**config.mk**
```make
export PLATFORM = sky130hd
export DESIGN_NAME = uart_tx_frame
export DESIGN_NICKNAME = d
export VERILOG_FILES = /design/src/rtl/uart_tx_pkg.sv /design/src/rtl/uart_tx_hold.sv /design/src/rtl/uart_tx_baud.sv /design/src/rtl/uart_tx_shift.sv /design/src/rtl/uart_tx_frame.sv
export SDC_FILE = /design/constraint.sdc
export NUM_CORES = 1
export LEC_CHECK = 0
export BUFFER_PORTS_ARGS = -buffer_cell sky130_fd_sc_hd__buf_4
export CORE_MARGIN = 5
export CORE_UTILIZATION = 64
export DETAILED_ROUTE_END_ITERATION = 7
export PLACE_DENSITY = 0.89
export SYNTH_ARGS = -nofsm -noshare
export SYNTH_HDL_FRONTEND = slang
export SYNTH_HIERARCHICAL = 1
export SYNTH_SLANG_ARGS = --single-unit
export TNS_END_PERCENT = 50
```
**constraint.sdc**
```tcl
create_clock -name clk -period 12.45 [get_ports clk]
set_clock_uncertainty 0.2 [all_clocks]
set_input_delay 1.245 -clock clk [delete_from_list [all_inputs] [get_ports clk]]
set_output_delay 1.245 -clock clk [all_outputs]
set_load 0.03 [all_outputs]
```
**src/rtl/uart_tx_pkg.sv**
```systemverilog
package uart_tx_pkg;

    typedef enum logic [2:0] {
        ST_IDLE,
        ST_START,
        ST_DATA,
        ST_PARITY,
        ST_STOP
    } tx_state_e;

    typedef struct packed {
        logic [7:0] data;
        logic [1:0] wlen;
        logic       two_stop;
        logic       par_en;
        logic       par_even;
        logic       par_stick;
    } frame_cfg_t;

    function automatic frame_cfg_t decode_cfg(input logic [5:0] lc, input logic [7:0] d);
        frame_cfg_t c;
        c.data      = d;
        c.wlen      = lc[1:0];
        c.two_stop  = lc[2];
        c.par_en    = lc[3];
        c.par_even  = lc[4];
        c.par_stick = lc[5];
        return c;
    endfunction

    // index of the last data bit: word length 5..8 maps to 4..7
    function automatic logic [2:0] last_index(input logic [1:0] wlen);
        return {1'b1, wlen};
    endfunction

    function automatic logic parity_of(input frame_cfg_t c);
        logic [7:0] masked;
        masked = c.data & (8'hFF >> (2'd3 - c.wlen));
        if (c.par_stick)
            return ~c.par_even;
        else if (c.par_even)
            return ^masked;
        else
            return ~(^masked);
    endfunction

endpackage

```
**src/rtl/uart_tx_hold.sv**
```systemverilog
module uart_tx_hold (
    input  logic       clk,
    input  logic       rst,
    input  logic       in_valid,
    input  logic [7:0] in_data,
    input  logic       take,
    output logic       hold_empty,
    output logic [7:0] hold_data
);

    always_ff @(posedge clk) begin
        if (rst) begin
            hold_empty <= 1'b1;
            hold_data  <= '0;
        end else if (in_valid && hold_empty) begin
            hold_data  <= in_data;
            hold_empty <= 1'b0;
        end else if (take) begin
            hold_empty <= 1'b1;
        end
    end

endmodule

```
**src/rtl/uart_tx_baud.sv**
```systemverilog
module uart_tx_baud #(
    parameter int DIV_W   = 16,
    parameter int REF_DIV = 1,
    parameter int OVS     = 16
) (
    input  logic             clk,
    input  logic             rst,
    input  logic             run,
    input  logic             restart,
    input  logic [DIV_W-1:0] div,
    output logic             bit_end
);

    localparam int REF_W = (REF_DIV > 1) ? $clog2(REF_DIV) : 1;
    localparam int SUB_W = $clog2(OVS);

    logic             clear;
    logic             ref_tick;
    logic [DIV_W-1:0] div_cnt;
    logic [DIV_W-1:0] div_last;
    logic [SUB_W-1:0] sub_cnt;
    logic             x16_tick;

    assign clear    = rst || restart || !run;
    assign div_last = div - 1'b1;   // divisor 0 wraps to the full range

    generate
        if (REF_DIV > 1) begin : g_pre
            logic [REF_W-1:0] ref_cnt;
            always_ff @(posedge clk) begin
                if (clear)
                    ref_cnt <= '0;
                else if (ref_cnt == REF_W'(REF_DIV - 1))
                    ref_cnt <= '0;
                else
                    ref_cnt <= ref_cnt + 1'b1;
            end
            assign ref_tick = (ref_cnt == REF_W'(REF_DIV - 1));
        end else begin : g_nopre
            assign ref_tick = 1'b1;
        end
    endgenerate

    assign x16_tick = ref_tick && (div_cnt == div_last);
    assign bit_end  = run && x16_tick && (sub_cnt == SUB_W'(OVS - 1));

    always_ff @(posedge clk) begin
        if (clear) begin
            div_cnt <= '0;
            sub_cnt <= '0;
        end else if (ref_tick) begin
            if (div_cnt == div_last) begin
                div_cnt <= '0;
                sub_cnt <= (sub_cnt == SUB_W'(OVS - 1)) ? '0 : sub_cnt + 1'b1;
            end else begin
                div_cnt <= div_cnt + 1'b1;
            end
        end
    end

endmodule

```
**src/rtl/uart_tx_shift.sv**
```systemverilog
module uart_tx_shift
    import uart_tx_pkg::*;
#(
    parameter int DIV_W = 16
) (
    input  logic             clk,
    input  logic             rst,
    input  logic             hold_empty,
    input  logic [7:0]       hold_data,
    input  logic [5:0]       line_ctrl,
    input  logic [DIV_W-1:0] baud_div,
    input  logic             bit_end,
    output logic             take,
    output logic             busy,
    output logic [DIV_W-1:0] div_q,
    output logic             txd
);

    tx_state_e  state;
    frame_cfg_t cfg;
    logic [7:0] shreg;
    logic [2:0] bit_cnt;
    logic       stop_cnt;
    logic       stop_last;

    assign busy      = (state != ST_IDLE);
    assign stop_last = (state == ST_STOP) && bit_end && (stop_cnt == cfg.two_stop);
    assign take      = !hold_empty && (!busy || stop_last);

    always_ff @(posedge clk) begin
        if (rst) begin
            state    <= ST_IDLE;
            cfg      <= '0;
            shreg    <= '0;
            bit_cnt  <= '0;
            stop_cnt <= 1'b0;
            div_q    <= '0;
            txd      <= 1'b1;
        end else if (take) begin
            cfg      <= decode_cfg(line_ctrl, hold_data);
            shreg    <= hold_data;
            div_q    <= baud_div;
            bit_cnt  <= '0;
            stop_cnt <= 1'b0;
            state    <= ST_START;
            txd      <= 1'b0;
        end else if (busy && bit_end) begin
            case (state)
                ST_START: begin
                    txd     <= shreg[0];
                    shreg   <= shreg >> 1;
                    bit_cnt <= '0;
                    state   <= ST_DATA;
                end
                ST_DATA: begin
                    if (bit_cnt == last_index(cfg.wlen)) begin
                        if (cfg.par_en) begin
                            txd   <= parity_of(cfg);
                            state <= ST_PARITY;
                        end else begin
                            txd   <= 1'b1;
                            state <= ST_STOP;
                        end
                    end else begin
                        txd     <= shreg[0];
                        shreg   <= shreg >> 1;
                        bit_cnt <= bit_cnt + 1'b1;
                    end
                end
                ST_PARITY: begin
                    txd      <= 1'b1;
                    stop_cnt <= 1'b0;
                    state    <= ST_STOP;
                end
                ST_STOP: begin
                    if (stop_cnt == cfg.two_stop)
                        state <= ST_IDLE;
                    else
                        stop_cnt <= 1'b1;
                end
                default: state <= ST_IDLE;
            endcase
        end
    end

endmodule

```
**src/rtl/uart_tx_frame.sv**
```systemverilog
module uart_tx_frame #(
    parameter int DIV_W   = 16,
    parameter int REF_DIV = 1
) (
    input  logic             clk,
    input  logic             rst,
    input  logic [5:0]       line_ctrl,
    input  logic [DIV_W-1:0] baud_div,
    input  logic             in_valid,
    input  logic [7:0]       in_data,
    output logic             in_ready,
    output logic             txd,
    output logic             hold_empty,
    output logic             tx_empty
);

    logic [7:0]       hold_data;
    logic             take;
    logic             busy;
    logic             bit_end;
    logic [DIV_W-1:0] div_q;

    uart_tx_hold u_hold (
        .clk        (clk),
        .rst        (rst),
        .in_valid   (in_valid),
        .in_data    (in_data),
        .take       (take),
        .hold_empty (hold_empty),
        .hold_data  (hold_data)
    );

    uart_tx_shift #(.DIV_W(DIV_W)) u_shift (
        .clk        (clk),
        .rst        (rst),
        .hold_empty (hold_empty),
        .hold_data  (hold_data),
        .line_ctrl  (line_ctrl),
        .baud_div   (baud_div),
        .bit_end    (bit_end),
        .take       (take),
        .busy       (busy),
        .div_q      (div_q),
        .txd        (txd)
    );

    uart_tx_baud #(.DIV_W(DIV_W), .REF_DIV(REF_DIV)) u_baud (
        .clk     (clk),
        .rst     (rst),
        .run     (busy),
        .restart (take),
        .div     (div_q),
        .bit_end (bit_end)
    );

    assign in_ready = hold_empty;
    assign tx_empty = hold_empty && !busy;

endmodule

```
; Word-level counts from Yosys, hierarchy flattened
; Cells that the tools add are included.
[word_totals]
regBits = 75
latch_bits = 0
ram_bits = 0
rom_bits = 0
word_cells = 94
memories = 0
[op_classes]
addsub = 5
n_mul = 0
div_mod_pow = 0
n_lt_le_gt_ge = 0
n_eq_ne = 15
shift = 1
muxes = 24
bitwise_logic = 3
reduce_logical = 29
[ops]
columns = cell, count
row1 = $mux W8, 3
row2 = $add A16 B1 Y16 const B, 1
row3 = $eq A16 B16 Y1, 1
row4 = $pmux W8 S2, 1
row5 = $sub A16 B1 Y16 const B, 1
row6 = $reduce_and A3 Y1, 5
row7 = $mux W3, 4
row8 = $pmux W3 S4, 1
row9 = $mux W1, 11
row10 = $and A8 B8 Y8, 1
row11 = $logic_and A1 B1 Y1, 8
row12 = $reduce_bool A2 Y1, 4
row13 = $reduce_xor A8 Y1, 1
row14 = $shr A8 B2 Y8 const A, 1
row15 = $eq A3 B2 Y1 const B, 2
row16 = $ne A2 B2 Y1 const B, 3
row17 = $ne A3 B2 Y1 const B, 2
row18 = $pmux W3 S2, 1
row19 = $reduce_bool A3 Y1, 2
row20 = $add A4 B1 Y4 const B, 1
row21 = $eq A4 B4 Y1 const B, 1
row22 = $mux W4, 1
row23 = $reduce_bool A4 Y1, 1
row24 = $reduce_or A2 Y1, 2
row25 = 14 further kinds, 18

; Logic depth before layout (Yosys ltp)
; Gate-level depths: netlist of run 1.
[logic_depth]
depth_word = 12
depth_mapped = 20
ltp_nobuf = 16

; By module
; Netlist of run 1, hierarchy kept.
[modules_own_cells]
columns = module, n_inst, cells_each, area_per_inst_um2, seq_area_each_um2
row1 = uart_tx_shift, 1, 251, 2034.5, 920.9
row2 = uart_tx_baud, 1, 187, 1482.7, 400.4
row3 = uart_tx_hold, 1, 41, 410.4, 180.2
row4 = uart_tx_frame, 1, 2, 21.3, 0.0

; Least setup slack after synthesis of run 1
; OpenSTA, ideal clock, no wires.
[synth_path]
path_type = reg2reg
startpoint = register u_shift.div_q[0]
endpoint = register u_baud.div_cnt[12]
arrival_time_ns = 4.115
required_ns = 12.135
slack_ns = 8.020
path_stages_with_launch = 21
n_path_buf = 4
cell_sequence = dfxtp_1 > inv_1 > ha_1 > clkbuf_1 > or4b_1 > o31a_1 > or3_1 > a21oi_1 > o21ai_0 > nand4b_1 > nor2_1 > a21oi_1 > or2_2 > clkbuf_1 > inv_2 > buf_2 > nor2_1 > and2_1 > nand2_1 > buf_4 > nor2_1
[synth_via]
elab_chain_cells = 11
[synth_rtl]
columns = item, line_no
row1 = "start, declared", uart_tx_shift.sv:15  ; output logic [DIV_W-1:0] div_q,
row2 = "start signal, assigned", uart_tx_shift.sv:42  ; div_q <= baud_div;
row3 = $sub A16 B1 Y16, uart_tx_baud.sv:25  ; assign div_last = div - 1'b1;
row4 = $eq A16 B16 Y1, uart_tx_baud.sv:44  ; assign x16_tick = ref_tick && (div_cnt == div_last);
row5 = $logic_and A1 B1 Y1 (2 in series), uart_tx_baud.sv:45  ; assign bit_end = run && x16_tick && (sub_cnt == SUB_W'(OVS - 1));
row6 = net bit_end, uart_tx_frame.sv:20  ; logic bit_end;
row7 = $logic_and A1 B1 Y1 (2 in series), uart_tx_shift.sv:27  ; assign stop_last = (state == ST_STOP) && bit_end && (stop_cnt == cfg.two_stop);
row8 = $logic_or A1 B1 Y1, uart_tx_shift.sv:28  ; assign take = !hold_empty && (!busy || stop_last);
row9 = $logic_and A1 B1 Y1, uart_tx_shift.sv:28
row10 = net take, uart_tx_frame.sv:18  ; logic take;
row11 = $logic_or A1 B1 Y1 (2 in series), uart_tx_baud.sv:24  ; assign clear = rst || restart || !run;
row12 = $reduce_or A2 Y1 (no source line), -
row13 = "end signal, assigned", uart_tx_baud.sv:56  ; div_cnt <= div_cnt + 1'b1;
row14 = "end, declared", uart_tx_baud.sv:19  ; logic [DIV_W-1:0] div_cnt;
; The timed path passes the listed nets, and every way through them passes these cells.
; A chain may end at the register's enable or synchronous reset.

; Worst setup path after layout of run 1
[layout_path]
startpoint = register u_shift.div_q[0]
endpoint = register u_baud.div_cnt[10]
; The elaborated chain is that of the path after synthesis.

==> results.ini, run 1 <==
[sta]
min_period_over_period_pct = 44.3
worstMarginPinSlew_ns = 0.823
finalMaxSlewViolations = 0
hold_violations = 0
finalSetupViolations = 0
relSlewSlack_pct = 45.2
rsz0062_at_grt = false
period_needed_ns = 5.52
tns_ns = 0
max_freq_mhz = 181

[die]
start_util_pct = 66.3
core_um2 = 5960
rows = 28
dieArea_um2 = 7840
pin_count = 37
die-height_um = 88.6
chipWidth_um = 88.6

[final_layout]
multi_input_area_um2 = 2250
fin_nets = 536
final_area_um2 = 4350
fillerInstances = 462
diodes = 0
drive_above_1_share_pct = 14.1
seq_area_um2 = 1500
syn_to_final_growth_pct = 10.1

[route]
drc = 0
routed.top_layer = met4
wl_met2_mm = 4.43
drt-wirelength-per-cell_um = 15.3
wl_met3_um = 425
wl_met1_mm = 3.85
drt_iter0_markers = 224
drtAntennaViolNets = 0
dr.pass1.iters = 4
num_vias = 3429
via_per_inst = 5.93
wl_mm = 8.86

[yosys]
synth_ff_type = dfxtp_1
synth_area_um2 = 3950
synthArstFlopShare_pct = 0
seq_area_frac_synth_pct = 38.0
synth_enable_flop_cells = 0
syn_avg_cell_area_um2 = 8.21
synth.distinct_cells = 63
syn_inst = 481
syn_nets = 518
ys_ff_latch = 75
yosys_warnings = 6

[global_routing]
grt_pass1_vias = 3270
grt_pass1_wl_mm = 14.8
grt-ovfl-total = 0
grt_max_degree = 59
antenna_found_initial = 0
track_usage_pct = 24.2

[clocking]
cts_setup_buffers = 0
cts_buffer_depth = 2
cts_resized = 0
postCtsHoldBufs = 0
clk_pin_slew_ns = 0.08
numCtsBuffers = 9
cts_root_buffer = clkbuf_8
cts_tree = yes
cts_num_sinks = 75
cts_max_level = 3
clock_latency_ns = 0.35

[critical_path]
worst_path_most_repeated_cell = nor2_1
cp_max_fo = 46
cp.buffers_inverters = 2
endpoint_kind = flip-flop
crit_required_ns = 12.47
cp_cell_sequence = inv_1 > ha_1 > or4b_1 > o31a_1 > or3_1 > a21oi_1 > o21ai_0 > nand4b_1 > nor2_1 > a21oi_1 > or2_2 > inv_2 > nor2_1 > and2_1 > nand2_1 > nor2_1
start_kind = flip-flop
critPathArrivalTime_ns = 5.53
crit_type = reg2reg
cpLargestDelayFamily = simple AND/OR/NAND/NOR gates
slowest_stage = or2_2
r2r_slack_ns = 6.93
max_stage_delay_ns = 0.63

[placed_design]
dp_hpwl_mm = 6.08
globalplace.congestion = 0.901
post_dp_cell_area_um2 = 4160
io_buffers = 36

[power_and_ir_drop]
leakagePower_nw = 1.66
cellPowerDensity_nw_per_um2 = 122
vdd_drop_max_mv = 0.0979

[run_status]
outcome = completed

[run]
maxCapViolations = 0

[min_path]
min_path_type = reg2reg

-- final timing paths --
| path | from | endpoint | depth (start not counted) |
|---|---|---|---|
| worst min register to register | u_hold/hold_data[6] | u_shift/cfg[12] | 2 |
| worst max-delay path | u_shift/div_q[0] | u_baud/div_cnt[10] | 16 |
| worst min-delay path | u_hold/hold_data[6] | u_shift/cfg[12] | 2 |
| worst max register to register | u_shift/div_q[0] | u_baud/div_cnt[10] | 16 |
-- worst reg2reg max path, delay by kind of cell, from the launching register on --
kind / cells / cell delay [ns]
AO/OA/AOI/OAI: 4 / 0.77
adder cells (fa/ha/maj): 1 / 0.32
buffers and inverters: 2 / 0.73
flip-flops: 1 / 0.36
AND/OR/NAND/NOR: 9 / 3.00
-- metal layers --
metal	up-vias	GRT usage [%]
li1	1719	-
met1	1635	29.5
met2	64	42.0
met3	11	4.84
met4	0	8.93
met5	-	0
-- layout make-up --
type | instances | area share [%]
repair buffers | 36 | 6.21
clock inverters | 5 | 1.24
multi-input cells | 366 | 51.8
flip-flops and latches | 75 | 34.5
clock buffers | 10 | 3.16
well taps | 75 | 2.16
inverters | 11 | 0.949
-- logic make-up after synthesis --
family,Yosys count,share of synthesized area [%]
compound gates,104,17.8
xor+xnor,41,9.79
fa+ha+maj,4,1.27
buf+inv,40,4.97
flops,75,38.0
mux,9,2.28
simple gates,208,25.8
-- cell usage in the layout, fill, tap and decap left out, types with 4 or more instances in the layout --
cell type / count
clkbuf_8: 10
buf_4: 36
nor4_1: 6
a21bo_2: 7
or3_1: 9
xor2_1: 16
nor2_1: 41
nand4_1: 6
nand4b_1: 4
nor3b_1: 5
dfxtp_1: 75
nor3_1: 9
nand2_1: 76
a21oi_1: 49
a211oi_1: 9
ha_1: 4
and3_1: 8
o21ai_0: 7
nand3_1: 20
xnor2_1: 23
or2_2: 4
inv_1: 10
mux2i_1: 9
-- sequential cells by signal, indices dropped and copies added (netlist names) --
| signal | flops |
|---|---|
| u_baud/div_cnt | 16 |
| u_shift/div_q | 16 |
| u_shift/cfg | 14 |
| u_hold/hold_data | 8 |
| u_shift/shreg | 8 |
| u_baud/sub_cnt | 4 |
| u_shift/bit_cnt | 3 |
| u_shift/state | 3 |
| u_hold/hold_empty | 1 |
| u_shift/stop_cnt | 1 |
| u_shift/txd | 1 |
-- synth_stat cells, types with 3 or more instances --
cell	number	area [µm²]
mux2i_1	9	90.1
a21oi_1	49	245
nand4b_1	4	35.0
dfxtp_1	75	1500
nand3_1	20	100
nand3b_1	3	22.5
a21o_1	3	22.5
a2111oi_0	3	26.3
buf_2	7	35.0
clkbuf_1	15	56.3
xor2_1	16	140
a211oi_1	9	67.6
nor3b_1	5	37.5
a21bo_2	7	70.1
ha_1	4	50.1
nand4_1	6	37.5
buf_4	3	22.5
nor2_1	41	154
nand2_1	76	285
nand2b_1	3	18.8
nor4_1	6	37.5
or2_2	4	25.0
and3_1	8	50.1
nor3_1	9	45.0
and2_1	3	18.8
or3_1	9	56.3
inv_1	10	37.5
xnor2_1	23	201
o21ai_0	7	35.0
-- power breakdown --
part	internal, mW	switching [mW]	leakage (nW)
clock network	0.0962	0.0874	0.102
logic	0.0384	0.0479	0.950
registers	0.250	0.0123	0.610
total	0.384	0.148	1.66
-- through the flow --
| step | instances | hold WS [ns] | util [%] | power [mW] | setup slack (ns) |
|---|---|---|---|---|---|
| floorplan | 481 | 0.233 | - | 0.331 | 8.02 |
| global placement | 563 | 0.241 | 69.8 | 0.349 | 7.29 |
| detailed placement | 563 | 0.256 | 69.8 | 0.352 | 7.08 |
| CTS | 578 | 0.265 | 73.0 | 0.536 | 7.01 |
| global route | 578 | 0.288 | 73.0 | 0.558 | 6.48 |
| finish | 578 | 0.267 | 73.0 | 0.532 | 6.93 |
(Power assumes the default switching activity.)
==> run 2, diff against run 1 <==
--- a/config.mk
+++ b/config.mk
@@ -7,9 +7,9 @@
 export LEC_CHECK = 0
 export BUFFER_PORTS_ARGS = -buffer_cell sky130_fd_sc_hd__buf_4
 export CORE_MARGIN = 5
-export CORE_UTILIZATION = 64
+export CORE_UTILIZATION = 54
 export DETAILED_ROUTE_END_ITERATION = 7
-export PLACE_DENSITY = 0.89
+export PLACE_DENSITY = 0.81
 export SYNTH_ARGS = -nofsm -noshare
 export SYNTH_HDL_FRONTEND = slang
 export SYNTH_HIERARCHICAL = 1
==> constraint.sdc (replaced) <==
create_clock -name clk -period 5.05 [get_ports clk]
set_clock_uncertainty 0.2 [all_clocks]
set_input_delay 0.505 -clock clk [delete_from_list [all_inputs] [get_ports clk]]
set_output_delay 0.505 -clock clk [all_outputs]
set_load 0.03 [all_outputs]
==> run 2 against run 1 <==
  * Critical path type unchanged
  * Combinational power increased by 150%
  * Sequential cell count unchanged
  * Power increased by 150%
  * Largest cell class unchanged
  * Setup slack got worse by 6.4 ns
  * Largest power group unchanged
  * Clock-buffer cell count decreased by 1
  * Maximum frequency increased by 22%
  * Sequential share of layout area decreased by 0.33 points
==> results.ini, run 2 (synthesis gave the netlist of run 1 again) <==
[sta]
timing.final.ws_setup_ns = 0.513
period_needed_ns = 4.54
worstMarginPinSlew_ns = 0.743
rsz0062_at_grt = false
hold_violations = 0
max_freq_mhz = 220
min_period_over_period_pct = 89.8
finalSetupViolations = 0
finalMaxSlewViolations = 0
relSlewSlack_pct = 50.4
tns_ns = 0

[critical_path]
start_kind = flip-flop
critPathArrivalTime_ns = 4.60
ff2ff_path_depth = 13
regToRegStartpoint = u_shift/div_q[0]
cp_max_fo = 13
critPathLaunch = u_shift/div_q[0]
crit_type = reg2reg
r2r-end = u_shift/bit_cnt[2]
endpoint_kind = flip-flop
crit_required_ns = 5.12
r2r_slack_ns = 0.51
endpoint = u_shift/bit_cnt[2]

[power_and_ir_drop]
intPower_mw = 0.938
seqPwrFrac_pct = 49.2
p_switching_mw = 0.373
p_clk_share_pct = 34.4
leakagePower_nw = 1.67
total_power_mw = 1.31
p_comb_share_pct = 16.4
cellPowerDensity_nw_per_um2 = 298
swShare_pct = 28.4
vdd_drop_max_mv = 0.224

[clocking]
clk_pin_slew_ns = 0.08
cts_resized = 0
cts_setup_buffers = 0
postCtsHoldBufs = 0
cts_num_sinks = 75
cts_buffer_depth = 2
cts_root_buffer = clkbuf_8
cts_tree = yes
cts_max_level = 3
numCtsBuffers = 9
clock_latency_ns = 0.35

[route]
drt-wirelength-per-cell_um = 14.2
drtAntennaViolNets = 0
num_vias = 3455
dr.pass1.iters = 4
drc = 0
drt_iter0_markers = 173
via_per_inst = 5.72
wl_mm = 8.59

[final_layout]
final_cell_mix = 76 x nand2_1, 75 x dfxtp_1, 49 x a21oi_1
diodes = 0
final_common_cell = nand2_1
drive_above_1_share_pct = 14.5
reg_top3 = u_baud/div_cnt: 16 flops, u_shift/div_q: 16 flops, u_shift/cfg: 14 flops
fillerInstances = 644
seq_area_um2 = 1500
multi_input_area_um2 = 2250
syn_to_final_growth_pct = 11.2
fin_nets = 538

[die]
rows = 31
dieArea_um2 = 9120
chipWidth_um = 95.5
pin_count = 37
die-height_um = 95.5
start_util_pct = 55.0
core_um2 = 7180

[global_routing]
grt-ovfl-total = 0
track_usage_pct = 20.1
grt_pass1_wl_mm = 14.6
grt_pass1_vias = 3315
antenna_found_initial = 0
grt_max_degree = 59

[placed_design]
io_buffers = 36
dp_hpwl_mm = 5.83
pre_cts_slack_ns = 0.622
globalplace.congestion = 0.861

[run]
maxCapViolations = 0

[run_status]
outcome = completed

[min_path]
min_path_type = in2reg

## run 2: final cells by class
class	instances	area share (%)
Clock buffer	9	2.82
Tap cell	99	2.82
Inverter	11	0.940
Timing Repair Buffer	38	6.50
Clock inverter	6	1.48
Sequential cell	75	34.2
Multi-Input combinational cell	366	51.3
## run 2: stage by stage
| stage | cell area, µm² | std cells | util, % | hold slack, ns |
|---|---|---|---|---|
| floorplan | 3950 | 481 | - | 0.233 |
| global placement | 4200 | 589 | 58.6 | 0.245 |
| detailed placement | 4200 | 589 | 58.6 | 0.255 |
| CTS | 4390 | 604 | 61.2 | 0.185 |
| global route | 4390 | 604 | 61.2 | 0.186 |
| finish | 4390 | 604 | 61.2 | 0.197 |
## run 2: critical path, cell delays in order (launching register included)
cell,delay [ns]
dfxtp_1,0.37
inv_1,0.10
ha_1,0.33
or4b_1,0.52
o31a_1,0.28
or3_1,0.34
a21oi_1,0.23
o21ai_0,0.10
nand4b_1,0.23
nor2_1,0.40
nand2_1,0.18
a21o_1,0.37
or4_1,0.56
a211oi_2,0.24
## run 2: worst min-delay path by stage
| stage | start | to | slack (ns) | depth (start not counted) |
|---|---|---|---|---|
| after global placement | u_shift/cfg[8] | u_shift/cfg[8] | 0.24 | 2 |
| after CTS | line_ctrl[4] | u_shift/cfg[1] | 0.18 | 3 |
| final | line_ctrl[4] | u_shift/cfg[1] | 0.20 | 3 |
| after global routing | line_ctrl[4] | u_shift/cfg[1] | 0.19 | 3 |
| after floorplan | u_shift/cfg[11] | u_shift/cfg[11] | 0.23 | 2 |
| after detailed placement | u_shift/cfg[12] | u_shift/cfg[12] | 0.25 | 2 |
## run 2: routing by layer
| layer | vias to the layer above | global-route usage, % | part of all wire (%) |
|---|---|---|---|
| met3 | 15 | 5.21 | 5.7 |
| met2 | 99 | 35.6 | 51 |
| met1 | 1617 | 23.5 | 42 |
| li1 | 1724 | - | - |
| met4 | 0 | 6.40 | 1.7 |
| met5 | - | 0 | 0 |
## run 2: power groups by stage
stage                     Combinational [mW]  Sequential, mW  Clock [mW]
after floorplan                        0.166           0.649           0
after global placement                 0.207           0.658           0
after detailed placement               0.211           0.659           0
after CTS                              0.214           0.645       0.458
after global routing                   0.238           0.650       0.489
final                                  0.215           0.645       0.451
